$ cat src/rtl/sfm_pkg.sv
package sfm_pkg;

    typedef enum logic [2:0] {
        ST_IDLE  = 3'd0,
        ST_SHIFT = 3'd1,
        ST_LOAD  = 3'd2,
        ST_CAPT  = 3'd3,
        ST_RECV  = 3'd4
    } sfm_state_e;

    localparam int unsigned STROBE_W = 3;

endpackage

$ cat src/rtl/sfm_frame_pack.sv
module sfm_frame_pack #(
    parameter int unsigned DATA_W = 8,
    parameter int unsigned ADDR_W = 16,
    parameter int unsigned PAD_W  = 3,
    localparam int unsigned FRAME_W = DATA_W + sfm_pkg::STROBE_W + PAD_W + ADDR_W
) (
    input  logic [DATA_W-1:0]  data,
    input  logic               we_n,
    input  logic               oe_n,
    input  logic               ce_n,
    input  logic [ADDR_W-1:0]  addr,
    output logic [FRAME_W-1:0] frame,
    output logic               is_read
);

    // Leftmost bit leaves the master first.
    assign frame   = {data, we_n, oe_n, ce_n, {PAD_W{1'b0}}, addr};
    assign is_read = we_n & ~oe_n & ~ce_n;

endmodule

$ cat src/rtl/sfm_phase_timer.sv
module sfm_phase_timer #(
    parameter int unsigned HALF_CYCLES = 3,
    localparam int unsigned CNT_W = (HALF_CYCLES > 1) ? $clog2(HALF_CYCLES) : 1
) (
    input  logic clk,
    input  logic rst_n,
    input  logic run,
    output logic rise_stb,
    output logic fall_stb,
    output logic sclk
);

    typedef struct packed {
        logic [CNT_W-1:0] cnt;
        logic             hi;
    } tmr_t;

    tmr_t q, d;
    logic last;

    assign last     = (q.cnt == CNT_W'(HALF_CYCLES - 1));
    assign rise_stb = run & ~q.hi & last;
    assign fall_stb = run &  q.hi & last;
    assign sclk     = q.hi;

    always_comb begin
        d = q;
        if (!run) begin
            d.cnt = '0;
            d.hi  = 1'b0;
        end else if (last) begin
            d.cnt = '0;
            d.hi  = ~q.hi;
        end else begin
            d.cnt = q.cnt + 1'b1;
        end
    end

    always_ff @(posedge clk or negedge rst_n) begin
        if (!rst_n) q <= '0;
        else        q <= d;
    end

endmodule

$ cat src/rtl/sflash_frame_master.sv
module sflash_frame_master #(
    parameter int unsigned HALF_CYCLES = 3,
    parameter int unsigned DATA_W      = 8,
    parameter int unsigned ADDR_W      = 16,
    parameter int unsigned PAD_W       = 3
) (
    input  logic              clk,
    input  logic              rst_n,
    input  logic              req,
    input  logic [DATA_W-1:0] req_data,
    input  logic              req_we_n,
    input  logic              req_oe_n,
    input  logic              req_ce_n,
    input  logic [ADDR_W-1:0] req_addr,
    output logic              ack,
    output logic              busy,
    output logic              rd_valid,
    output logic [DATA_W-1:0] rd_data,
    output logic              sclk,
    output logic              sload,
    output logic              sdout,
    input  logic              sdin
);
    import sfm_pkg::*;

    localparam int unsigned FRAME_W = DATA_W + STROBE_W + PAD_W + ADDR_W;
    localparam int unsigned BIT_W   = $clog2(FRAME_W);

    typedef struct packed {
        sfm_state_e         st;
        logic [FRAME_W-1:0] frame;
        logic [BIT_W-1:0]   bit_cnt;
        logic               rd;
        logic [DATA_W-1:0]  rx;
        logic [DATA_W-1:0]  rd_data;
        logic               sload;
        logic               sdout;
        logic               busy;
        logic               ack;
        logic               rd_valid;
    } fm_t;

    fm_t q, d;

    logic [FRAME_W-1:0] frame_in;
    logic               is_read_in;
    logic               rise_stb;
    logic               fall_stb;
    logic               sclk_w;

    sfm_frame_pack #(
        .DATA_W (DATA_W),
        .ADDR_W (ADDR_W),
        .PAD_W  (PAD_W)
    ) pack_i (
        .data    (req_data),
        .we_n    (req_we_n),
        .oe_n    (req_oe_n),
        .ce_n    (req_ce_n),
        .addr    (req_addr),
        .frame   (frame_in),
        .is_read (is_read_in)
    );

    sfm_phase_timer #(
        .HALF_CYCLES (HALF_CYCLES)
    ) timer_i (
        .clk      (clk),
        .rst_n    (rst_n),
        .run      (q.busy),
        .rise_stb (rise_stb),
        .fall_stb (fall_stb),
        .sclk     (sclk_w)
    );

    always_comb begin
        d          = q;
        d.ack      = 1'b0;
        d.rd_valid = 1'b0;

        if (q.st == ST_IDLE) begin
            if (req) begin
                d.st      = ST_SHIFT;
                d.frame   = frame_in;
                d.rd      = is_read_in;
                d.bit_cnt = '0;
                d.rx      = '0;
                d.sdout   = frame_in[FRAME_W-1];
                d.sload   = 1'b0;
                d.busy    = 1'b1;
                d.ack     = 1'b1;
            end
        end else begin
            // Return bit is taken just before the remote register advances.
            if (rise_stb && q.st == ST_RECV) begin
                d.rx = {q.rx[DATA_W-2:0], sdin};
            end

            if (fall_stb) begin
                unique case (q.st)
                    ST_SHIFT: begin
                        if (q.bit_cnt == BIT_W'(FRAME_W - 1)) begin
                            d.st    = ST_LOAD;
                            d.sload = 1'b1;
                            d.sdout = 1'b0;
                        end else begin
                            d.bit_cnt = q.bit_cnt + 1'b1;
                            d.frame   = {q.frame[FRAME_W-2:0], 1'b0};
                            d.sdout   = q.frame[FRAME_W-2];
                        end
                    end
                    ST_LOAD: begin
                        if (q.rd) begin
                            d.st = ST_CAPT;
                        end else begin
                            d.st    = ST_IDLE;
                            d.sload = 1'b0;
                            d.busy  = 1'b0;
                        end
                    end
                    ST_CAPT: begin
                        d.st      = ST_RECV;
                        d.sload   = 1'b0;
                        d.bit_cnt = '0;
                    end
                    ST_RECV: begin
                        if (q.bit_cnt == BIT_W'(DATA_W - 1)) begin
                            d.st       = ST_IDLE;
                            d.busy     = 1'b0;
                            d.rd_valid = 1'b1;
                            d.rd_data  = q.rx;
                        end else begin
                            d.bit_cnt = q.bit_cnt + 1'b1;
                        end
                    end
                    default: d.st = ST_IDLE;
                endcase
            end
        end
    end

    always_ff @(posedge clk or negedge rst_n) begin
        if (!rst_n) begin
            q    <= '0;
            q.st <= ST_IDLE;
        end else begin
            q <= d;
        end
    end

    assign ack      = q.ack;
    assign busy     = q.busy;
    assign rd_valid = q.rd_valid;
    assign rd_data  = q.rd_data;
    assign sclk     = sclk_w;
    assign sload    = q.sload;
    assign sdout    = q.sdout;

endmodule

$ cat config.mk
export PLATFORM = sky130hd
export DESIGN_NAME = sflash_frame_master
export DESIGN_NICKNAME = d
export VERILOG_FILES = /design/src/rtl/sfm_pkg.sv /design/src/rtl/sfm_frame_pack.sv /design/src/rtl/sfm_phase_timer.sv /design/src/rtl/sflash_frame_master.sv
export SDC_FILE = /design/constraint.sdc
export NUM_CORES = 1
export LEC_CHECK = 0
export BUFFER_PORTS_ARGS = -buffer_cell sky130_fd_sc_hd__buf_2
export CORE_MARGIN = 2
export CORE_UTILIZATION = 50
export CTS_CLUSTER_SIZE = 25
export DETAILED_ROUTE_END_ITERATION = 16
export PLACE_DENSITY_LB_ADDON = 0.08
export SYNTH_ARGS = -nofsm -noshare
export SYNTH_HDL_FRONTEND = slang
export SYNTH_SLANG_ARGS = --single-unit
$ cat constraint.sdc
create_clock -name clk -period 1.85 [get_ports clk]
set_input_delay 0.37 -clock clk [delete_from_list [all_inputs] [get_ports clk]]
set_output_delay 0.37 -clock clk [all_outputs]
set_load 0.02 [all_outputs]
# ---- Word-level counts from Yosys, hierarchy flattened
# Cells that the tools add are included.
# W data, S select, Z words.
dict set report op_classes {
  mux 31
  add_sub_neg 2
  bitwise 10
  n_eq_ne 15
  n_reduce_logical 17
}
# operator n
set op_table {}
lappend op_table {{$mux W38} 2}
lappend op_table {{$mux W47} 1}
lappend op_table {{$mux W35} 1}
lappend op_table {{$mux W30} 1}
lappend op_table {{$mux W8} 2}
lappend op_table {{$mux W3} 5}
lappend op_table {{$pmux W5 S3} 1}
lappend op_table {{$reduce_and A5 Y1} 3}
lappend op_table {{$ne A3 B3 Y1 const B} 4}
lappend op_table {{$pmux W3 S4} 1}
lappend op_table {{$reduce_and A4 Y1} 3}
lappend op_table {{$mux W1} 11}
lappend op_table {{$reduce_bool A4 Y1} 2}
lappend op_table {{$and A1 B1 Y1} 6}
lappend op_table {{$eq A3 B2 Y1 const B} 2}
lappend op_table {{$reduce_bool A2 Y1} 3}
lappend op_table {{$add A5 B1 Y5 const B} 1}
lappend op_table {{$eq A5 B3 Y1 const B} 1}
lappend op_table {{$eq A5 B5 Y1 const B} 1}
lappend op_table {{$mux W5} 1}
lappend op_table {{$mux W2} 2}
lappend op_table {{$mux W4} 1}
lappend op_table {{$ne A2 B2 Y1 const B} 2}
lappend op_table {{$not A1 Y1} 4}
lappend op_table {{other kinds (13)} 14}
dict set report totals {
  ff_bits 62
  out_inout_bits 14
}

# ---- Depth between registers and ports, before layout
# Gate-level depths: netlist of the first run.
dict set report depth {
  ltp_word 6
  depth_mapped 8
  ltp_nobuf 6
}

# ---- Modules after synthesis
# From an unflattened synthesis of the first run, not the netlist that was laid out.
dict set report hier_totals {
  hier_cells 269
  hier_area_um2 3219.3
}
# mod cells_each n_inst area_per_inst_um2
set modules_own_cells {}
lappend modules_own_cells {sflash_frame_master 226 1 2837.7}
lappend modules_own_cells {sfm_frame_pack 32 1 241.5}
lappend modules_own_cells {sfm_phase_timer 11 1 140.1}

# ---- Worst setup path after synthesis of the first run
# No wires, ideal clock.
dict set report synth_timing {
  path_type {register to register}
  startpoint {register q, in the netlist busy}
  endpoint {register q[35] in the netlist's numbering}
  path_stages_with_launch 8
  n_path_buf 3
  synth_period_minus_slack_ns 1.830
  t_arrival_ns 1.705
  path_slack_ns 0.020
  required_ns 1.725
  path_cell_list {dfrtp_1 -> and4b_1 -> buf_6 -> a31oi_4 -> nor3_2 -> buf_4 -> buf_6 -> mux2_4}
}
dict set report synth_via {
  elab_chain_cells 4
}
# element line_no
set synth_rtl {}
lappend synth_rtl {{from (decl)} sflash_frame_master.sv:43} ;# fm_t q, d;
lappend synth_rtl {{$and A1 B1 Y1 (2 in a row)} sfm_phase_timer.sv:23} ;# assign fall_stb = run & q.hi & last;
lappend synth_rtl {{$reduce_bool A2 Y1 (no source line)} -}
lappend synth_rtl {{$reduce_and A4 Y1 (no source line)} -}
# No other way between the ends.
# A chain may end at the register's enable or synchronous reset.

# ---- Worst setup path in the final report of the first run
dict set report layout_timing {
  startpoint {register q[23] in the netlist's numbering}
  endpoint {register q[33] in the netlist's numbering}
}
dict set report layout_via {
  elab_chain_cells 3
}
# element line_no
set layout_rtl {}
lappend layout_rtl {{$eq A5 B5 Y1} sflash_frame_master.sv:102} ;# if (q.bit_cnt == BIT_W'(FRAME_W - 1)) begin
lappend layout_rtl {{$ne A2 B2 Y1 (no source line)} -}
lappend layout_rtl {{$reduce_and A4 Y1 (no source line)} -}
# No other way between the ends.

==> summary.md, run 1 <==
| Metric | Value |
|---|---|
| Status | `finished, final reports clean` |
| P_leak | `approximately 0.0019 uW` |
| Register Area | `1550 um^2` |
| Fin Hold WS | `0.250 ns` |
| WL met3 | `around 270 um` |
| Async set-reset flop share out of synthesis | `100%` |
| Fillcell total | `499` |
| Max-cap violations | `0` |
| Yosys warning count | `0` |
| Post-synth EDFFs | `0` |
| Sw frac | `between 20% and 30%` |
| Count leader, synth | `dfrtp_1` |
| Nets | `349` |
| Worst EP required | `2.07 ns` |
| Std cell rows | `28` |
| Met2 wire len | `2870 um` |
| Power per cell area | `784 nW/um^2` |
| Via count | `2213` |
| R2r endpoint | `q[33]` |
| F_max | `roughly 540 MHz` |
| DRT met1 WL | `a little under 3000 um` |
| Tcrit/Tclk final | `99.6%` |
| Mux contribution to synthesized area | `14.3%` |
| Cell Int Power | `2270 uW` |
| Antenna Violating Nets Remaining | `0` |
| IO Port Bufs | `44` |
| CP top delay family | `flip-flops` |
| Multi-input gate area | `1340 um^2` |
| Die ar. | `6830 um^2` |
| Slew Viols, Final | `0` |
| Final HPWL DP | `4090 um` |
| Buf+Inv Stages, Crit Path | `3` |
| Syn-to-layout area delta | `22.9%` |
| Top cells by area, synth | `dfrtp_1, mux2_2, a22o_1, mux2_4, buf_6` |
| Slew @ Worst Pin | `0.443 ns` |
| Reg power frac | `49.9%` |
| Clock Tree Buf Depth | `2` |
| Syn nets | `288` |
| Minimum clock period | `1.84 ns` |
| Final count of negative-setup-slack endpoints | `0` |
| Worst R2R Setup Slack | `a little over 0.007 ns` |
| Slew HR | `~70%` |
| Final GP Congestion | `0.828` |
| Simple-gate area share of the yosys netlist | `10.6%` |
| Iteration count of the initial detailed-routing pass | `4` |
| Synth Instances | `255` |
| Core area | `5960 um^2` |
| Main combinational cell family by area after synthesis | `compound AO/OA/AOI/OAI gates` |
| Crit-path max FO | `7` |
| Clock power share | `between 40 and 50%` |
| Cell taking the most area after synthesis | `dfrtp_1` |
| IO Count | `between 40 and 50` |
| Yosys reg bits | `62` |
| RSZ-0062 raised after global routing | `yes` |
| Max IR drop VDD | `0.554 mV` |
| Post-Syn Area per Cell | `12.1 um^2` |
| Gr usage total | `between 10% and 20%` |
| Antenna Cells | `0` |
| Fraction of the yosys area taken by sequential cells | `approximately 50%` |
| CP Data Arrival Time | `just over 2 ns` |
| TritonCTS Sinks | `62` |
| Cts bufs inserted | `9` |
| Complex-gate fraction of the synthesized area | `16.7%` |
| Die height | `82.6 um` |
| Switch Pwr | `712 uW` |
| # H-tree levels | `3` |
| Final-report hold violation count | `0` |
| Post-synth top area share | `between 50% and 60%` |
| Worst min-delay path class | `primary input to flop` |
| Critical Path Slowest Stage Cell | `dfrtp_1` |
| Worst Setup SP | `q[23]` |
| Fraction of layout cells with a size suffix above 1 | `between 40% and 50%` |
| Vias/cell | `5.60` |
| Post-Synth Adder-Cell Area | `0.809%` |
| Synth Flop Type | `dfrtp_1` |
| Crit path launch type | `flop` |
| Root buffer cell | `clkbuf_8` |
| Clk_lat worst skew | `around 0.35 ns` |
| Post-route cell area | `3800 um^2` |
| Slowest stage delay, CP | `0.40 ns` |
| Synth cell types | `between 40 and 50` |
| Largest net degree at the start of global routing | `33` |
| Worst R2R Path Depth | `8` |
| Worst setup path end | `q[33]` |
| Post-Syn Area | `3090 um^2` |
| First-pass GRT wire length | `9740 um` |
| CTS tree | `done` |
| CP Capture Type | `flop` |
| Vias in the first global route | `2055` |
| CP cell instances | `inv_1, ha_2, nand4_1, a31oi_4, nor3_4, buf_12, clkbuf_16, mux2_4` |
| First DRT Iteration DRCs | `80` |
| Synth cell count leaders | `dfrtp_1, a22o_1, mux2_2` |
| Critical path depth in cells | `8` |
| Final WL | `6130 um` |
| Overall power | `2980 uW` |
| Gate power share | `about a tenth` |
| Remaining Overflow, GRT | `0` |
| Initial Utilization | `51.9%` |
| Placed inst area | `3460 um^2` |
| Drt drc | `0` |
| Final Skew | `around 0.015 ns` |
| Uppermost routed layer | `met4` |
| Initial antenna violation count | `0` |
| Clock transition at path regs | `0.07 ns` |
| Setup CP Type | `flop to flop` |
| Post-Synth XOR/XNOR Area | `0.283%` |
| RR Startpoint | `q[23]` |
| Die width | `82.6 um` |
| DR WL/cell | `15.5 um` |
[how the worst min path moves through the flow]
stage / cells after the start / slack, ns / startpoint / to
after global placement: 1 / 0.30 / rst_n / q[24]
after CTS: 3 / 0.23 / req_addr[0] / q[27]
final: 3 / 0.25 / req_addr[0] / q[27]
after floorplan: 0 / 0.07 / rst_n / ack
after global routing: 3 / 0.25 / req_addr[0] / q[27]
after detailed placement: 1 / 0.31 / rst_n / timer_i.sclk
[area by class of cell]
cell class	count	area share [%]
Sequential cell	62	40.8
Timing Repair Buffer	76	15.5
Tap cell	75	2.47
Clock buffer	10	3.62
Multi-Input combinational cell	159	35.2
Inverter	8	0.790
Clock inverter	5	1.55
[registers in the layout, indices dropped and copies added (netlist names)]
signal / flops
ack: 1
busy: 1
q: 46
rd_data: 8
rd_valid: 1
sdout: 1
sload: 1
timer_i.q: 2
timer_i.sclk: 1
[cell families after synthesis]
logic type                 Yosys count
and+or+nand+nor                     53
buffers and inverters               34
AOI/OAI and AO/OA                   66
muxes                               37
xor gates and xnor gates             1
DFF                                 62
adders and majority gates            2
[stage by stage]
stage          worst slack, ns  setup TNS [ns]  utilization (%)  std cells
2_1_floorplan           0.0195               0                -        255
3_3_place_gp            0.0791               0             58.2        370
3_5_place_dp            0.0474               0             58.2        370
4_1_cts                 0.0171               0             61.6        386
5_1_grt                -0.0493          -0.230             63.8        395
6_report               0.00721               0             63.8        395
[layer usage]
metal / track usage, % / vias to the layer above
met5: 0 / -
met4: 10.2 / 0
met3: 4.57 / 7
met2: 27.7 / 62
met1: 27.2 / 1080
li1: - / 1064
[repair_timing]
item / 4_1_cts / 5_1_grt
setup endpoints to repair: 0 / 37
setup buffers: 0 / 6
hold buffers: 1 / 0
hold endpoints to repair: 13 / 0
gates resized for setup: 0 / 5
[power by group through the flow]
| stage | clock, uW | sequential [uW] | combinational, uW |
|---|---|---|---|
| 2_1_floorplan | 0 | 1510 | 157 |
| 3_3_place_gp | 0 | 1510 | 271 |
| 3_5_place_dp | 0 | 1520 | 276 |
| 4_1_cts | 1230 | 1490 | 278 |
| 5_1_grt | 1300 | 1500 | 325 |
| 6_report | 1200 | 1490 | 290 |
[layout by cell type, fill, tap and decap left out, types with 5 or more instances in the layout]
master	count
dfrtp_1	62
buf_2	44
a22o_1	33
mux2_2	26
buf_4	21
clkbuf_8	10
nor2_1	9
inv_1	8
mux2_4	8
nand3_1	7
o21ai_0	7
buf_12	7
nand2_1	6
a21oi_1	5
[worst reg2reg max path, cell delays in order, from the launching register on]
cell and delay [ns]:
dfrtp_1 0.40, inv_1 0.07, ha_2 0.17, nand4_1 0.17
a31oi_4 0.27, nor3_4 0.06, buf_12 0.15, clkbuf_16 0.16
mux2_4 0.29
Note: power is estimated with default switching activity, not from simulation.
==> run 2: changes to the inputs <==
--- a/config.mk
+++ b/config.mk
@@ -5,12 +5,15 @@
 export SDC_FILE = /design/constraint.sdc
 export NUM_CORES = 1
 export LEC_CHECK = 0
+export ABC_CLOCK_PERIOD_IN_PS = 1850
 export BUFFER_PORTS_ARGS = -buffer_cell sky130_fd_sc_hd__buf_2
 export CORE_MARGIN = 2
 export CORE_UTILIZATION = 50
 export CTS_CLUSTER_SIZE = 25
 export DETAILED_ROUTE_END_ITERATION = 16
 export PLACE_DENSITY_LB_ADDON = 0.08
+export RECOVER_POWER = 100
+export SKIP_CTS_REPAIR_TIMING = 1
 export SYNTH_ARGS = -nofsm -noshare
 export SYNTH_HDL_FRONTEND = slang
 export SYNTH_SLANG_ARGS = --single-unit
==> summary.md, run 2 (synthesized netlist as in run 1, its figures left out) <==
| Metric | Value |
|---|---|
| Max FFs per register | `46 (unchanged)` |
| F_max | `543 MHz (about the same)` |
| Power per cell area | `788 nW/um^2 (was 784 nW/um^2)` |
| CTS tree | `done (unchanged)` |
| Nets | `349 (unchanged)` |
| Initial antenna violation count | `0 (unchanged)` |
| Final Skew | `0.0132 ns (was 0.0153 ns)` |
| Minimum clock period | `1.84 ns (about the same)` |
| Fillcell total | `512 (was 499)` |
| Core area | `5960 um^2 (unchanged)` |
| Slew Viols, Final | `0 (unchanged)` |
| Final-report hold violation count | `0 (unchanged)` |
| Std cell rows | `28 (unchanged)` |
| Slew @ Worst Pin | `0.874 ns (was 0.443 ns)` |
| Initial Utilization | `51.9% (unchanged)` |
| First DRT Iteration DRCs | `101 (was 80)` |
| Worst min-delay path class | `primary input to flop (unchanged)` |
| Vias in the first global route | `2059 (was 2055)` |
| Placed insts | `370 (unchanged)` |
| Final WL | `6120 um (was 6130 um)` |
| Antenna Cells | `0 (unchanged)` |
| RSZ-0062 raised after global routing | `yes (unchanged)` |
| Fin Hold WS | `0.256 ns (was 0.250 ns)` |
| CP Data Arrival Time | `2.06 ns (about the same)` |
| Clock transition at path regs | `0.07 ns (about the same)` |
| Most frequent cells in the layout | `dfrtp_1, a22o_1, buf_2, mux2_2, clkbuf_1 (was dfrtp_1, buf_2, a22o_1, mux2_2, buf_4)` |
| Commonest non-fill, non-tap cell in the layout | `dfrtp_1 (unchanged)` |
| Iteration count of the initial detailed-routing pass | `4 (unchanged)` |
| Die ar. | `6830 um^2 (unchanged)` |
| First-pass GRT wire length | `9750 um (was 9740 um)` |
| Sw frac | `23.7% (was 23.9%)` |
| Cell Int Power | `2260 uW (was 2270 uW)` |
| Final HPWL DP | `4090 um (unchanged)` |
| Tcrit/Tclk final | `99.5% (was 99.6%)` |
| Reg power frac | `50.2% (was 49.9%)` |
| TritonCTS Sinks | `62 (unchanged)` |
| Via count | `2228 (was 2213)` |
| # H-tree levels | `3 (unchanged)` |
| Clock power share | `40.3% (about the same)` |
| CP cell instances | `inv_1, ha_2, nand4_1, a31oi_4, nor3_4, buf_12, clkbuf_16, mux2_4 (unchanged)` |
| Remaining Overflow, GRT | `0 (unchanged)` |
| Final count of negative-setup-slack endpoints | `0 (unchanged)` |
| Max-cap violations | `0 (unchanged)` |
| Post-route cell area | `3760 um^2 (was 3800 um^2)` |
| Syn-to-layout area delta | `21.7% (was 22.9%)` |
| Biggest register | `q (unchanged)` |
| Clk_lat worst skew | `0.34 ns (was 0.35 ns)` |
| Critical Path Slowest Stage Cell | `dfrtp_1 (unchanged)` |
| Buf+Inv Stages, Crit Path | `3 (unchanged)` |
| IO Count | `45 (unchanged)` |
| Drt drc | `0 (unchanged)` |
| CP Capture Type | `flop (unchanged)` |
| Final GP Congestion | `0.828 (unchanged)` |
| Crit-path max FO | `7 (unchanged)` |
| Gate power share | `9.6% (was 9.7%)` |
| DR WL/cell | `15.5 um (about the same)` |
| Crit path launch type | `flop (unchanged)` |
| Overall power | `2970 uW (was 2980 uW)` |
| P_leak | `0.00179 uW (was 0.00186 uW)` |
| Worst EP required | `2.07 ns (about the same)` |
| Fraction of layout cells with a size suffix above 1 | `35.3% (was 41.3%)` |
| Vias/cell | `5.64 (was 5.60)` |
| Die width | `82.6 um (unchanged)` |
| Root buffer cell | `clkbuf_8 (unchanged)` |
| Antenna Violating Nets Remaining | `0 (unchanged)` |
| Largest net degree at the start of global routing | `33 (unchanged)` |
| Slowest stage delay, CP | `0.40 ns (about the same)` |
| Setup CP Type | `flop to flop (unchanged)` |
| Max IR drop VDD | `0.548 mV (was 0.554 mV)` |
| Die height | `82.6 um (unchanged)` |
| Gr usage total | `19.3% (about the same)` |
| Placed inst area | `3460 um^2 (unchanged)` |
| Status | `finished, final reports clean (unchanged)` |
| Cts bufs inserted | `9 (unchanged)` |
| CP top delay family | `flip-flops (unchanged)` |
| Slew HR | `41.7% (was 70.2%)` |
| IO Port Bufs | `44 (unchanged)` |
| Final design utilization | `63.2% (was 63.8%)` |
| Switch Pwr | `704 uW (was 712 uW)` |
| Clock Tree Buf Depth | `2 (unchanged)` |
| Final cell count without fillers | `395 (unchanged)` |
## run 2: power by group through the flow
stage	Sequential [uW]	Clock, uW	Combinational, uW
after floorplan	1510	0	157
after global placement	1510	0	271
after detailed placement	1520	0	276
after CTS	1490	1230	277
after global routing	1500	1300	319
final	1490	1190	284
## run 2: per-layer routing
layer  up-vias  track usage, %  wire, um
met2        63            27.7      2870
met1      1094            27.2      2930
met5         -               0         0
met3         6            4.57       268
li1       1065               -         -
met4         0            10.2        58
## run 2: area by class of cell
cell class | instances | area, um^2 | share of cell area (%)
clock buffers | 10 | 138 | 3.66
clock inverters | 5 | 58.8 | 1.56
inverters | 8 | 30.0 | 0.798
multi-input cells | 159 | 1340 | 35.5
flip-flops and latches | 62 | 1550 | 41.2
well taps | 75 | 93.8 | 2.49
repair buffers | 76 | 557 | 14.8
## run 2: final timing paths
| check | from | endpoint | slack, ns | cells after the start |
|---|---|---|---|---|
| worst max-delay path | q[23] | q[35] | 0.008 | 8 |
| worst min-delay path | req_addr[0] | q[27] | 0.26 | 3 |
| worst max register to register | q[23] | q[35] | 0.008 | 8 |
| worst min register to register | rd_data[1] | rd_data[1] | 0.51 | 1 |
| max in group asynchronous | rst_n | rd_data[3] | 0.29 | 3 |
| min in group asynchronous | rst_n | busy | 0.67 | 2 |
## run 2: stage by stage
step	setup slack (ns)	TNS [ns]
2_1_floorplan	0.0195	0
3_3_place_gp	0.0791	0
3_5_place_dp	0.0474	0
4_1_cts	0.0171	0
5_1_grt	-0.0493	-0.258
6_report	0.00838	0
## run 2: tightest hold or removal path: cells and delay by family
family                 cells  cell delay (ns)
buffers and inverters      1             0.08
AO/OA/AOI/OAI              1             0.07
AND/OR/NAND/NOR            1             0.04
